## src/rtl/sermap_pkg.sv

```systemverilog
package sermap_pkg;
  typedef enum logic [1:0] {
    SEL_CTRL = 2'd0,
    SEL_CHR0 = 2'd1,
    SEL_CHR1 = 2'd2,
    SEL_PRG  = 2'd3
  } reg_sel_e;

  localparam int NUM_REGS     = 4;
  localparam int CS_PATTERN   = 1;  // control bits 1:0 that raise chip select
  localparam int CTRL_SMALLCHR = 4; // control bit enabling EEPROM data-in
  localparam int CHR_DI_BIT   = 0;
  localparam int CHR_CLK_BIT  = 1;
  localparam int CHR_SRAM_OFF = 4;
  localparam int PRG_DO_OFF   = 4;
endpackage

```

## src/rtl/sermap_loader.sv

```systemverilog
module sermap_loader #(
  parameter int REG_W = 5
) (
  input  logic             clk,
  input  logic             rst,
  input  logic             wr_en,
  input  logic             wr_clear,
  input  logic             wr_bit,
  output logic             commit,
  output logic [REG_W-1:0] commit_val
);
  localparam int CNT_W = $clog2(REG_W);
  localparam logic [CNT_W-1:0] LAST = CNT_W'(REG_W - 1);

  logic [CNT_W-1:0] cnt_q;
  logic [REG_W-2:0] sr_q;

  assign commit     = wr_en && !wr_clear && (cnt_q == LAST);
  assign commit_val = {wr_bit, sr_q};

  always_ff @(posedge clk) begin
    if (rst) begin
      cnt_q <= '0;
      sr_q  <= '0;
    end else if (wr_en) begin
      if (wr_clear || commit) begin
        cnt_q <= '0;
        sr_q  <= '0;
      end else begin
        cnt_q <= cnt_q + 1'b1;
        sr_q  <= {wr_bit, sr_q[REG_W-2:1]};
      end
    end
  end

  AST_CNT_RANGE: assert property (@(posedge clk) disable iff (rst)
    cnt_q <= LAST);
  AST_CLEAR_EMPTIES: assert property (@(posedge clk) disable iff (rst)
    (wr_en && wr_clear) |=> (cnt_q == '0));
  AST_IDLE_HOLDS: assert property (@(posedge clk) disable iff (rst)
    !wr_en |=> $stable(cnt_q));
endmodule

```

## src/rtl/sermap_regfile.sv

```systemverilog
module sermap_regfile #(
  parameter int REG_W = 5,
  parameter int NREG  = 4,
  parameter logic [REG_W-1:0] CTRL_RST = 5'h0C
) (
  input  logic                          clk,
  input  logic                          rst,
  input  logic                          commit,
  input  logic [$clog2(NREG)-1:0]       commit_sel,
  input  logic [REG_W-1:0]              commit_val,
  output logic [NREG-1:0][REG_W-1:0]    regs_q
);
  for (genvar g = 0; g < NREG; g++) begin : g_reg
    localparam logic [REG_W-1:0] RV = (g == 0) ? CTRL_RST : '0;
    always_ff @(posedge clk) begin
      if (rst) regs_q[g] <= RV;
      else if (commit && (commit_sel == g)) regs_q[g] <= commit_val;
    end
  end

  AST_REGS_HOLD: assert property (@(posedge clk) disable iff (rst)
    !commit |=> $stable(regs_q));
endmodule

```

## src/rtl/sermap_eebridge.sv

```systemverilog
module sermap_eebridge
  import sermap_pkg::*;
#(
  parameter int REG_W  = 5,
  parameter int ADDR_W = 16,
  parameter int DATA_W = 8
) (
  input  logic              clk,
  input  logic              rst,
  input  logic [REG_W-1:0]  ctrl,
  input  logic [REG_W-1:0]  chr0,
  input  logic [REG_W-1:0]  prg,
  input  logic              bus_cycle,
  input  logic              cpu_rw,
  input  logic [ADDR_W-1:0] cpu_addr,
  input  logic              ee_do,
  output logic              ee_cs,
  output logic              ee_di,
  output logic              ee_clk,
  output logic              sram_en,
  output logic [DATA_W-1:0] bus_rdata,
  output logic [DATA_W-1:0] bus_oe
);
  logic in_window;
  assign in_window = (cpu_addr[ADDR_W-1 -: 3] == 3'b011);

  assign ee_cs   = (ctrl[1:0] == 2'(CS_PATTERN));
  assign ee_di   = ctrl[CTRL_SMALLCHR] & chr0[CHR_DI_BIT];
  assign ee_clk  = chr0[CHR_CLK_BIT];
  assign sram_en = ~chr0[CHR_SRAM_OFF];

  always_comb begin
    bus_rdata = '0;
    bus_oe    = '0;
    if (bus_cycle && cpu_rw && in_window && !prg[PRG_DO_OFF]) begin
      bus_rdata[0] = ee_do;
      bus_oe[0]    = 1'b1;
    end
  end

  AST_DRIVE_ONLY_D0: assert property (@(posedge clk) disable iff (rst)
    $countones(bus_oe[DATA_W-1:1]) == 0);
  AST_DRIVE_ON_READ: assert property (@(posedge clk) disable iff (rst)
    bus_oe[0] |-> (cpu_rw && bus_cycle));
  AST_DRIVE_LEVEL: assert property (@(posedge clk) disable iff (rst)
    bus_oe[0] |-> (bus_rdata[0] == ee_do));
endmodule

```

## src/rtl/sermap_eeprom_top.sv

```systemverilog
module sermap_eeprom_top
  import sermap_pkg::*;
#(
  parameter int REG_W  = 5,
  parameter int ADDR_W = 16,
  parameter int DATA_W = 8,
  parameter logic [REG_W-1:0] CTRL_RST = 5'h0C
) (
  input  logic              clk,
  input  logic              rst,
  input  logic              bus_cycle,
  input  logic              cpu_rw,
  input  logic [ADDR_W-1:0] cpu_addr,
  input  logic [DATA_W-1:0] cpu_wdata,
  input  logic              ee_do,
  output logic [REG_W-1:0]  ctrl_q,
  output logic [REG_W-1:0]  chr0_q,
  output logic [REG_W-1:0]  chr1_q,
  output logic [REG_W-1:0]  prg_q,
  output logic              ee_cs,
  output logic              ee_di,
  output logic              ee_clk,
  output logic              sram_en,
  output logic [DATA_W-1:0] bus_rdata,
  output logic [DATA_W-1:0] bus_oe
);
  localparam int SEL_W = $clog2(NUM_REGS);

  logic                             wr_en;
  logic                             commit;
  logic [REG_W-1:0]                 commit_val;
  logic [NUM_REGS-1:0][REG_W-1:0]   regs;

  assign wr_en = bus_cycle && !cpu_rw && cpu_addr[ADDR_W-1];

  sermap_loader #(.REG_W(REG_W)) loader_i (
    .clk(clk), .rst(rst),
    .wr_en(wr_en),
    .wr_clear(cpu_wdata[DATA_W-1]),
    .wr_bit(cpu_wdata[0]),
    .commit(commit),
    .commit_val(commit_val)
  );

  sermap_regfile #(.REG_W(REG_W), .NREG(NUM_REGS), .CTRL_RST(CTRL_RST)) regs_i (
    .clk(clk), .rst(rst),
    .commit(commit),
    .commit_sel(cpu_addr[ADDR_W-2 -: SEL_W]),
    .commit_val(commit_val),
    .regs_q(regs)
  );

  assign ctrl_q = regs[SEL_CTRL];
  assign chr0_q = regs[SEL_CHR0];
  assign chr1_q = regs[SEL_CHR1];
  assign prg_q  = regs[SEL_PRG];

  sermap_eebridge #(.REG_W(REG_W), .ADDR_W(ADDR_W), .DATA_W(DATA_W)) bridge_i (
    .clk(clk), .rst(rst),
    .ctrl(ctrl_q), .chr0(chr0_q), .prg(prg_q),
    .bus_cycle(bus_cycle), .cpu_rw(cpu_rw), .cpu_addr(cpu_addr),
    .ee_do(ee_do),
    .ee_cs(ee_cs), .ee_di(ee_di), .ee_clk(ee_clk), .sram_en(sram_en),
    .bus_rdata(bus_rdata), .bus_oe(bus_oe)
  );

  AST_NO_WRITE_BELOW: assert property (@(posedge clk) disable iff (rst)
    (bus_cycle && !cpu_rw && !cpu_addr[ADDR_W-1]) |=>
      ($stable(ctrl_q) && $stable(chr0_q) && $stable(chr1_q) && $stable(prg_q)));
endmodule

```

## config.mk

```make
export PLATFORM = sky130hd
export DESIGN_NAME = sermap_eeprom_top
export DESIGN_NICKNAME = d
export VERILOG_FILES = /design/src/rtl/sermap_pkg.sv /design/src/rtl/sermap_loader.sv /design/src/rtl/sermap_regfile.sv /design/src/rtl/sermap_eebridge.sv /design/src/rtl/sermap_eeprom_top.sv
export SDC_FILE = /design/constraint.sdc
export NUM_CORES = 1
export LEC_CHECK = 0
export BUFFER_PORTS_ARGS = -buffer_cell sky130_fd_sc_hd__buf_4
export CAP_MARGIN = 20
export CELL_PAD_IN_SITES_DETAIL_PLACEMENT = 1
export CELL_PAD_IN_SITES_GLOBAL_PLACEMENT = 1
export CORE_UTILIZATION = 34
export DETAILED_ROUTE_END_ITERATION = 7
export PLACE_DENSITY_LB_ADDON = 0.1
export SLEW_MARGIN = 30
export SYNTH_ARGS = -nofsm -noshare
export SYNTH_HDL_FRONTEND = slang
export SYNTH_SLANG_ARGS = --single-unit
```

## constraint.sdc

```tcl
create_clock -name clk -period 3.7 [get_ports clk]
set_input_delay 0.37 -clock clk [delete_from_list [all_inputs] [get_ports clk]]
set_output_delay 0.37 -clock clk [all_outputs]
set_load 0.1 [all_outputs]
```

**Word level (Yosys, flattened, before mapping)**

Index checks and enable logic that the tools add are counted.
W data, S select, Z words.

- Bits in registers: 27
- Output and inout bits: 40
- Logic and storage cells: 35

- Add/subtract/negate cells: 1
- Equality and inequality tests: 6
- Muxes and demuxes: 4
- Bitwise gates (word level): 2
- Reductions and logical operators: 16

Operators by type and width:

| kind | number |
|---|---|
| $logic_and A1 B1 Y1 | 11 |
| $eq A2 B1 Y1 const B | 2 |
| $eq A2 B2 Y1 const B | 2 |
| $mux W4 | 1 |
| $add A3 B1 Y3 const B | 1 |
| $eq A3 B2 Y1 const B | 1 |
| $eq A3 B3 Y1 const B | 1 |
| $logic_not A1 Y1 | 3 |
| $mux W3 | 1 |
| $logic_not A2 Y1 | 1 |
| $mux W1 | 2 |
| $and A1 B1 Y1 | 1 |
| $logic_or A1 B1 Y1 | 1 |
| $not A1 Y1 | 1 |

**Logic depth before layout (Yosys ltp)**

Gate-level depths: netlist of run 1.

- Depth in word-level cells: 7
- Gate-level depth with buffers: 6

**Modules after synthesis**

A second synthesis of run 1 with hierarchy kept.

- Cells, all modules: 132
- Area total of the unflattened synthesis: 1285.0 µm²

By module, submodules not included:

| module | times used | cells an instance | area each (µm²) | seq. area each (µm²) |
|---|---|---|---|---|
| sermap_regfile | 1 | 75 | 814.5 | 400.4 |
| sermap_loader | 1 | 34 | 302.8 | 140.1 |
| sermap_eebridge | 1 | 22 | 158.9 | 0.0 |
| sermap_eeprom_top | 1 | 1 | 8.8 | 0.0 |

**Least setup slack after synthesis of run 1**

No wires, ideal clock.

- Path kind: flip-flop to output port
- Start: register regs_i.regs_q[19] (netlist name)
- End: output bus_rdata[0]
- Arrival time: 4.755 ns
- Data required time: 3.330 ns
- Slack: -1.425 ns
- Cell stages (with the launch flop): 3
- Buffers on the path: 0
- Cells stage by stage: dfxtp_1 -> nor4_1 -> and2_1

- Cells in the longest elaborated chain, start to end: 3

RTL lines:

| what | line | source |
|---|---|---|
| from (decl) | sermap_regfile.sv:11 | `output logic [NREG-1:0][REG_W-1:0] regs_q` |
| from (signal, indexed assignment) | sermap_regfile.sv:17 | `else if (commit && (commit_sel == g)) regs_q[g] <= commit_val;` |
| $logic_not A1 Y1 | sermap_eebridge.sv:35 | `if (bus_cycle && cpu_rw && in_window && !prg[PRG_DO_OFF]) begin` |
| $logic_and A1 B1 Y1 | sermap_eebridge.sv:35 |  |
| $mux W1 | sermap_eebridge.sv:35 |  |
| to (decl) | sermap_eeprom_top.sv:24 | `output logic [DATA_W-1:0] bus_rdata,` |

No other way between the ends.

**Worst setup path after layout of run 1**

Ends and elaborated chain as after synthesis.

==> results of run 1 <==
==> worst max path at each step <==
stage / to / depth (start not counted)
finish: bus_rdata[0] / 3
global route: bus_rdata[0] / 3
CTS: bus_rdata[0] / 3
detailed placement: regs_i.regs_q[4] / 5
global placement: regs_i.regs_q[1] / 5
floorplan: bus_rdata[0] / 2
==> state kept, by name, summed over array words and instances, names as in the netlist <==
signal and count:
loader_i.cnt_q 3, regs_i.regs_q 20, loader_i.sr_q 4
==> synthesized netlist by cell type <==
cell      count  share of area
or4b_1        1         0.0075
nor2b_1       1         0.0047
nand3b_1      1         0.0056
conb_1        1         0.0028
nor2_1        4          0.011
buf_6         2          0.017
or3_1         1         0.0047
nand2b_1     24           0.11
nor3_1        1         0.0037
or4_4         2          0.017
buf_4        15          0.084
nor4_1        1         0.0047
a21oi_1       8          0.030
nor4b_4       1          0.018
and3b_2       1         0.0075
and2_1        2         0.0093
ha_1          2          0.019
nand4b_4      1          0.018
nand3_1       6          0.022
inv_1         4          0.011
o21ai_0       1         0.0037
dfxtp_1      27           0.40
nand2_1       8          0.022
clkbuf_1      5          0.014
mux2i_1      20           0.15
==> layout make-up <==
class,instances,area [um2]
Fill cell,451,2090
Tap cell,48,60.1
Clock buffer,3,41.3
Timing Repair Buffer,35,263
Sequential cell,27,541
Clock inverter,1,7.51
Multi-Input combinational cell,100,697
Inverter,4,15.0
==> logic make-up after synthesis <==
family,count (synthesis)
AOI/OAI and AO/OA,9
adders and majority gates,2
buffers and inverters,26
DFF,27
muxes,20
other,1
and+or+nand+nor,55
==> stage by stage <==
| step | instances | worst slack, ps |
|---|---|---|
| final | 218 | 1960 |
| after global routing | 218 | 1870 |
| after CTS | 218 | 1950 |
| after detailed placement | 214 | 2060 |
| after global placement | 214 | 2080 |
| after floorplan | 153 | 527 |
==> layer usage <==
metal / track usage / vias up
met5: 0 / -
met4: 0.0417 / 0
met3: 0.0370 / 2
met2: 0.242 / 23
met1: 0.157 / 464
li1: - / 491
==> worst register-to-register path, delay by kind of cell (launching register included) <==
kind | cells | cell delay, ps
buffers and inverters | 1 | 70
muxes | 1 | 150
adders and majority gates | 1 | 240
and+or+nand+nor | 2 | 740
DFF | 1 | 330
==> power by group <==
part	total, mW	switching (mW)	internal (mW)
logic	0.0939	0.0796	0.0143
clock network	0.166	0.0894	0.0763
registers	0.292	0.000594	0.291
==> impl_metrics.py, run 1 <==
metrics = {
    "critical_path": {
        "cp-start-kind": "flop",
        "critPathBufInv": 1,
        "reg2reg_to": "regs_i.regs_q[0]",
        "required_ps": 3330,
        "r2r-start": "loader_i.cnt_q[0]",
        "crit_fanout": 3,
        "critPathTopFamily": "simple AND/OR/NAND/NOR gates",
        "path_cells": "nor4_4 -> and2_1 -> buf_4",
        "rr_worst_depth": 5,
        "ff2ff_setup_slack_ps": 2060,
        "worst_path_largest_cell_delay_ps": 360,
        "critPathCaptureType": "output pin",
        "cp-startpoint": "regs_i.regs_q[19]",
        "arrival_ps": 1370,
        "critPathKind": "reg2out",
        "cpMaxStageDelayCell": "dfxtp_1",
    },
    "final_layout": {
        "drive_gt1_frac": 0.265,
        "final_common_cell": "buf_4",
        "nNetsFinal": 202,
        "syn2layout_area_growth_pct": 21.0,
        "utilization": 0.437,
        "final_cell_mix": "buf_4 (35), dfxtp_1 (27), nand2b_1 (24), mux2i_1 (20), conb_1 (14)",
        "design_area_mm2": 0.00162,
        "diodes": 0,
    },
    "global_route": {
        "grt_max_degree": 35,
        "overflow": 0,
        "grt_pass1_wl_mm": 4.35,
        "grt_util_all_layers": 0.136,
        "grt_pass1_vias": 973,
        "antenna_found_initial": 0,
    },
    "timing": {
        "skew_ps": 4.30,
        "finalSetupViolCount": 0,
        "fin_crit_sh": 0.470,
        "rsz0062_at_grt": "no",
        "tns_ps": 0,
        "fmax_mhz": 576,
        "maxSlewViolCount": 0,
        "hold_slack_ps": 381,
        "finalHoldViolations": 0,
        "min_period_ps": 1740,
    },
    "floorplan": {
        "dieArea_mm2": 0.00420,
        "start_util": 0.361,
        "row_count": 22,
        "io_pins": 69,
        "core_mm2": 0.00372,
        "die_h_um": 64.8,
        "fp.dieW_um": 64.8,
    },
    "cts": {
        "cts-root-buf": "clkbuf_8",
        "clkLatencyLatePin_ps": 270,
        "clk_pin_slew_ps": 90,
        "ctsResizeCount": 0,
        "clockBufferDepth": 2,
        "cts_buffers": 3,
        "cts_setup_buffers": 0,
        "cts_tree": "built",
        "ctsHoldBuffers": 0,
        "numClockSinks": 27,
        "cts_htree_levels": 1,
    },
    "power_and_ir_drop": {
        "p_total_mw": 0.551,
        "power.density_mw_per_mm2": 339,
        "irDropWorstVdd_uv": 238,
        "p_leak_nw": 0.745,
    },
    "synth": {
        "syn_avg_cell_area_um2": 9.59,
        "synth_compound_area_frac": 0.0336,
        "ys_warn_count": 0,
        "syn_area_mm2": 0.00134,
        "synth_xor_area_frac": 0,
        "synthSimpleGateAreaFrac": 0.267,
        "synth_mux_area_frac": 0.149,
        "syn_inst": 140,
        "yosysUniqueCellTypes": 25,
        "yosys.area_share.adder": 0.0186,
        "ys_ff_latch": 27,
        "synth_top_family_by_area": "simple AND/OR/NAND/NOR gates",
        "yosysSeqAreaShare": 0.403,
    },
    "min_path": {
        "holdPathStages": 3,
        "hold_end": "loader_i.sr_q[3]",
        "holdCritPathClass": "in2reg",
        "hold_start": "cpu_wdata[0]",
    },
    "routing": {
        "wl_per_cell_um": 12.1,
        "drc": 0,
        "wl_met3_um": 115,
        "highest_layer": "met4",
        "postRouteAntennaNets": 0,
        "drt-pass1-iter-count": 4,
        "wl_mm": 2.63,
        "drt-met1-wl_mm": 1.16,
        "num_vias": 980,
        "dr.first_iter.drc_count": 16,
        "vias_per_cell": 4.50,
        "dr_wl_met2_mm": 1.33,
    },
    "run": {
        "max-cap-violations": 0,
    },
    "outcome": {
        "status": "completed",
    },
    "place": {
        "dpl_cell_area_mm2": 0.00158,
        "portBuffers": 35,
        "gp_congestion": 0.681,
        "place_hpwl_mm": 2.10,
    },
}
No activity file was read; power rests on OpenSTA's default activity.
==> run 2: changes to the inputs <==
- ABC_AREA: not set -> 1
- CORE_UTILIZATION: 34 -> 30
- clock period: 3.7 -> 1.7 ns (I/O delays scaled with it)
==> impl_metrics.py, run 2 <==
metrics = {
    "final_layout": {
        "final_common_cell": "nand2_1",
        "largestRegisters": "regs_i.regs_q (20), loader_i.sr_q (4), loader_i.cnt_q (3)",
        "design_area_mm2": 0.00182,
        "largest_reg_flops": 20,
        "utilization": 0.404,
        "seqCellArea_um2": 547,
        "layout.cells.non_filler": 315,
        "fillers": 610,
        "largest_register": "regs_i.regs_q",
        "syn2layout_area_growth_pct": 25.1,
        "final_cell_mix": "nand2_1 (57), inv_1 (50), buf_4 (43), nor2_1 (22), dfxtp_1 (22)",
        "drive_gt1_frac": 0.232,
        "diodes": 0,
        "multiInputGateArea_um2": 641,
        "nNetsFinal": 295,
    },
    "floorplan": {
        "dieArea_mm2": 0.00513,
        "start_util": 0.323,
        "io_pins": 69,
        "fp.dieW_um": 71.6,
        "core_mm2": 0.00450,
        "die_h_um": 71.6,
        "row_count": 24,
    },
    "cts": {
        "clkLatencyLatePin_ps": 270,
        "cts_setup_buffers": 0,
        "numClockSinks": 27,
        "ctsHoldBuffers": 0,
        "cts-root-buf": "clkbuf_8",
        "cts_buffers": 3,
        "ctsResizeCount": 0,
        "cts_htree_levels": 1,
        "clk_pin_slew_ps": 100,
        "cts_tree": "built",
        "clockBufferDepth": 2,
    },
    "routing": {
        "drt-pass1-iter-count": 4,
        "num_vias": 1391,
        "postRouteAntennaNets": 0,
        "vias_per_cell": 4.42,
        "wl_met3_um": 112,
        "dr.first_iter.drc_count": 49,
        "wl_per_cell_um": 9.91,
        "drc": 0,
        "drt-met1-wl_mm": 1.48,
        "dr_wl_met2_mm": 1.51,
        "highest_layer": "met4",
        "wl_mm": 3.12,
    },
    "global_route": {
        "overflow": 0,
        "grt_max_degree": 21,
        "grt_pass1_wl_mm": 5.24,
        "grt_pass1_vias": 1237,
        "grt_util_all_layers": 0.127,
        "antenna_found_initial": 0,
    },
    "timing": {
        "fmax_mhz": 696,
        "rsz0062_at_grt": "no",
        "finalSetupViolCount": 0,
        "finalHoldViolations": 0,
        "min_period_ps": 1440,
        "fin_crit_sh": 0.845,
        "skew_ps": 6.13,
        "maxSlewViolCount": 0,
    },
    "power_and_ir_drop": {
        "power.density_mw_per_mm2": 682,
        "p_leak_nw": 0.918,
        "irDropWorstVdd_uv": 320,
    },
    "synth": {
        "yosysMostFrequentCell": "nand2_1",
        "yosysUniqueCellTypes": 18,
        "syn_area_mm2": 0.00146,
        "synth_common_cells": "nand2_1 (57), inv_1 (51), dfxtp_1 (27), nor2_1 (23), nand4_1 (20)",
        "yosys.area.top_type": "dfxtp_1",
        "ys.flop_type": "dfxtp_1",
        "ys_warn_count": 0,
        "syn_avg_cell_area_um2": 6.47,
        "synth_top_area_share": 0.371,
        "yosysSeqAreaShare": 0.371,
        "syn_inst": 225,
        "async_reset_ff_frac": 0,
        "synth_edf_count": 0,
        "ys_top_cells_by_area": "dfxtp_1 (37%), nand2_1 (15%), inv_1 (13%)",
        "ys_ff_latch": 27,
    },
    "critical_path": {
        "ff2ff_setup_slack_ps": 260,
        "critPathTopFamily": "simple AND/OR/NAND/NOR gates",
        "critPathKind": "reg2reg",
        "rr_worst_depth": 9,
        "cp-start-kind": "flop",
        "reg2reg_to": "regs_i.regs_q[17]",
        "required_ps": 1900,
        "r2r-start": "loader_i.cnt_q[0]",
        "cpMaxStageDelayCell": "dfxtp_1",
        "worst_path_largest_cell_delay_ps": 340,
        "arrival_ps": 1640,
        "crit_fanout": 11,
        "critPathCaptureType": "flop",
        "path_cells": "inv_1 -> ha_1 -> nand2_1 -> nor2_2 -> buf_4 -> nand3_1 -> nand2_1 -> inv_1 -> nor2_1",
        "critPathBufInv": 3,
    },
    "min_path": {
        "holdCritPathClass": "in2reg",
        "hold_start": "cpu_rw",
        "holdPathStages": 4,
        "hold_end": "loader_i.sr_q[1]",
    },
    "place": {
        "gp_congestion": 0.696,
        "place_hpwl_mm": 2.43,
        "placed_cells": 311,
        "dpl_cell_area_mm2": 0.00177,
        "portBuffers": 35,
    },
    "outcome": {
        "status": "completed",
    },
    "run": {
        "max-cap-violations": 0,
    },
}
## run 2: cell count changes after synthesis, sizes merged, moves of 2 or more
cell	change
inv	+48
nand2b	-24
or4	-2
o21ai	+2
nand4	+20
nor2	+23
clkbuf	-5
buf	+5
nand2	+49
nand3	+2
mux2i	-20
a21oi	-4
## run 2: logic make-up (layout without fill, tap and decap cells)
logic type | count (synthesis) | after routing | share of synthesized area
other cells | 1 | 14 | 0.00258
buf+inv | 74 | 99 | 0.236
fa+ha+maj | 2 | 2 | 0.0172
simple gates | 114 | 114 | 0.349
compound gates | 7 | 7 | 0.0241
flops | 27 | 27 | 0.371
## run 2: worst max-delay path by stage
stage / start / endpoint / cells past startpoint
global route: loader_i.cnt_q[0] / regs_i.regs_q[17] / 9
detailed placement: loader_i.cnt_q[0] / regs_i.regs_q[17] / 9
global placement: loader_i.cnt_q[0] / regs_i.regs_q[19] / 9
CTS: loader_i.cnt_q[0] / regs_i.regs_q[17] / 9
floorplan: regs_i.regs_q[19] / bus_rdata[0] / 2
finish: loader_i.cnt_q[0] / regs_i.regs_q[17] / 9
## run 2: worst register-to-register path, delay by kind of cell, from the launching register on
family | cells | cell delay, ps
simple gates | 5 | 570
flops | 1 | 340
buf+inv | 3 | 290
fa+ha+maj | 1 | 180
## run 2: through the flow
step | worst slack [ps] | setup TNS [ps] | power, mW | hold slack, ps
final | 264 | 0 | 1.24 | 250
after global routing | 109 | 0 | 1.29 | 271
after CTS | 224 | 0 | 1.27 | 237
after detailed placement | 263 | 0 | 0.885 | 450
after global placement | 315 | 0 | 0.884 | 450
after floorplan | -308 | -308 | 0.869 | 425
## run 2: layer usage
| metal | up-vias | track usage |
|---|---|---|
| met2 | 27 | 0.229 |
| li1 | 720 | - |
| met3 | 2 | 0.0169 |
| met1 | 642 | 0.158 |
| met5 | - | 0 |
| met4 | 0 | 0.0327 |
## run 2: where the power goes
part | internal, mW | total, mW | switching [mW]
Combinational | 0.0354 | 0.231 | 0.195
Sequential | 0.636 | 0.639 | 0.00333
Clock | 0.164 | 0.371 | 0.207
## run 2: area by class of cell
type,count,share of cell area
clock buffers,3,0.0227
clock inverters,1,0.00275
flip-flops and latches,27,0.300
multi-input cells,137,0.352
well taps,52,0.0357
repair buffers,43,0.177
inverters,52,0.109
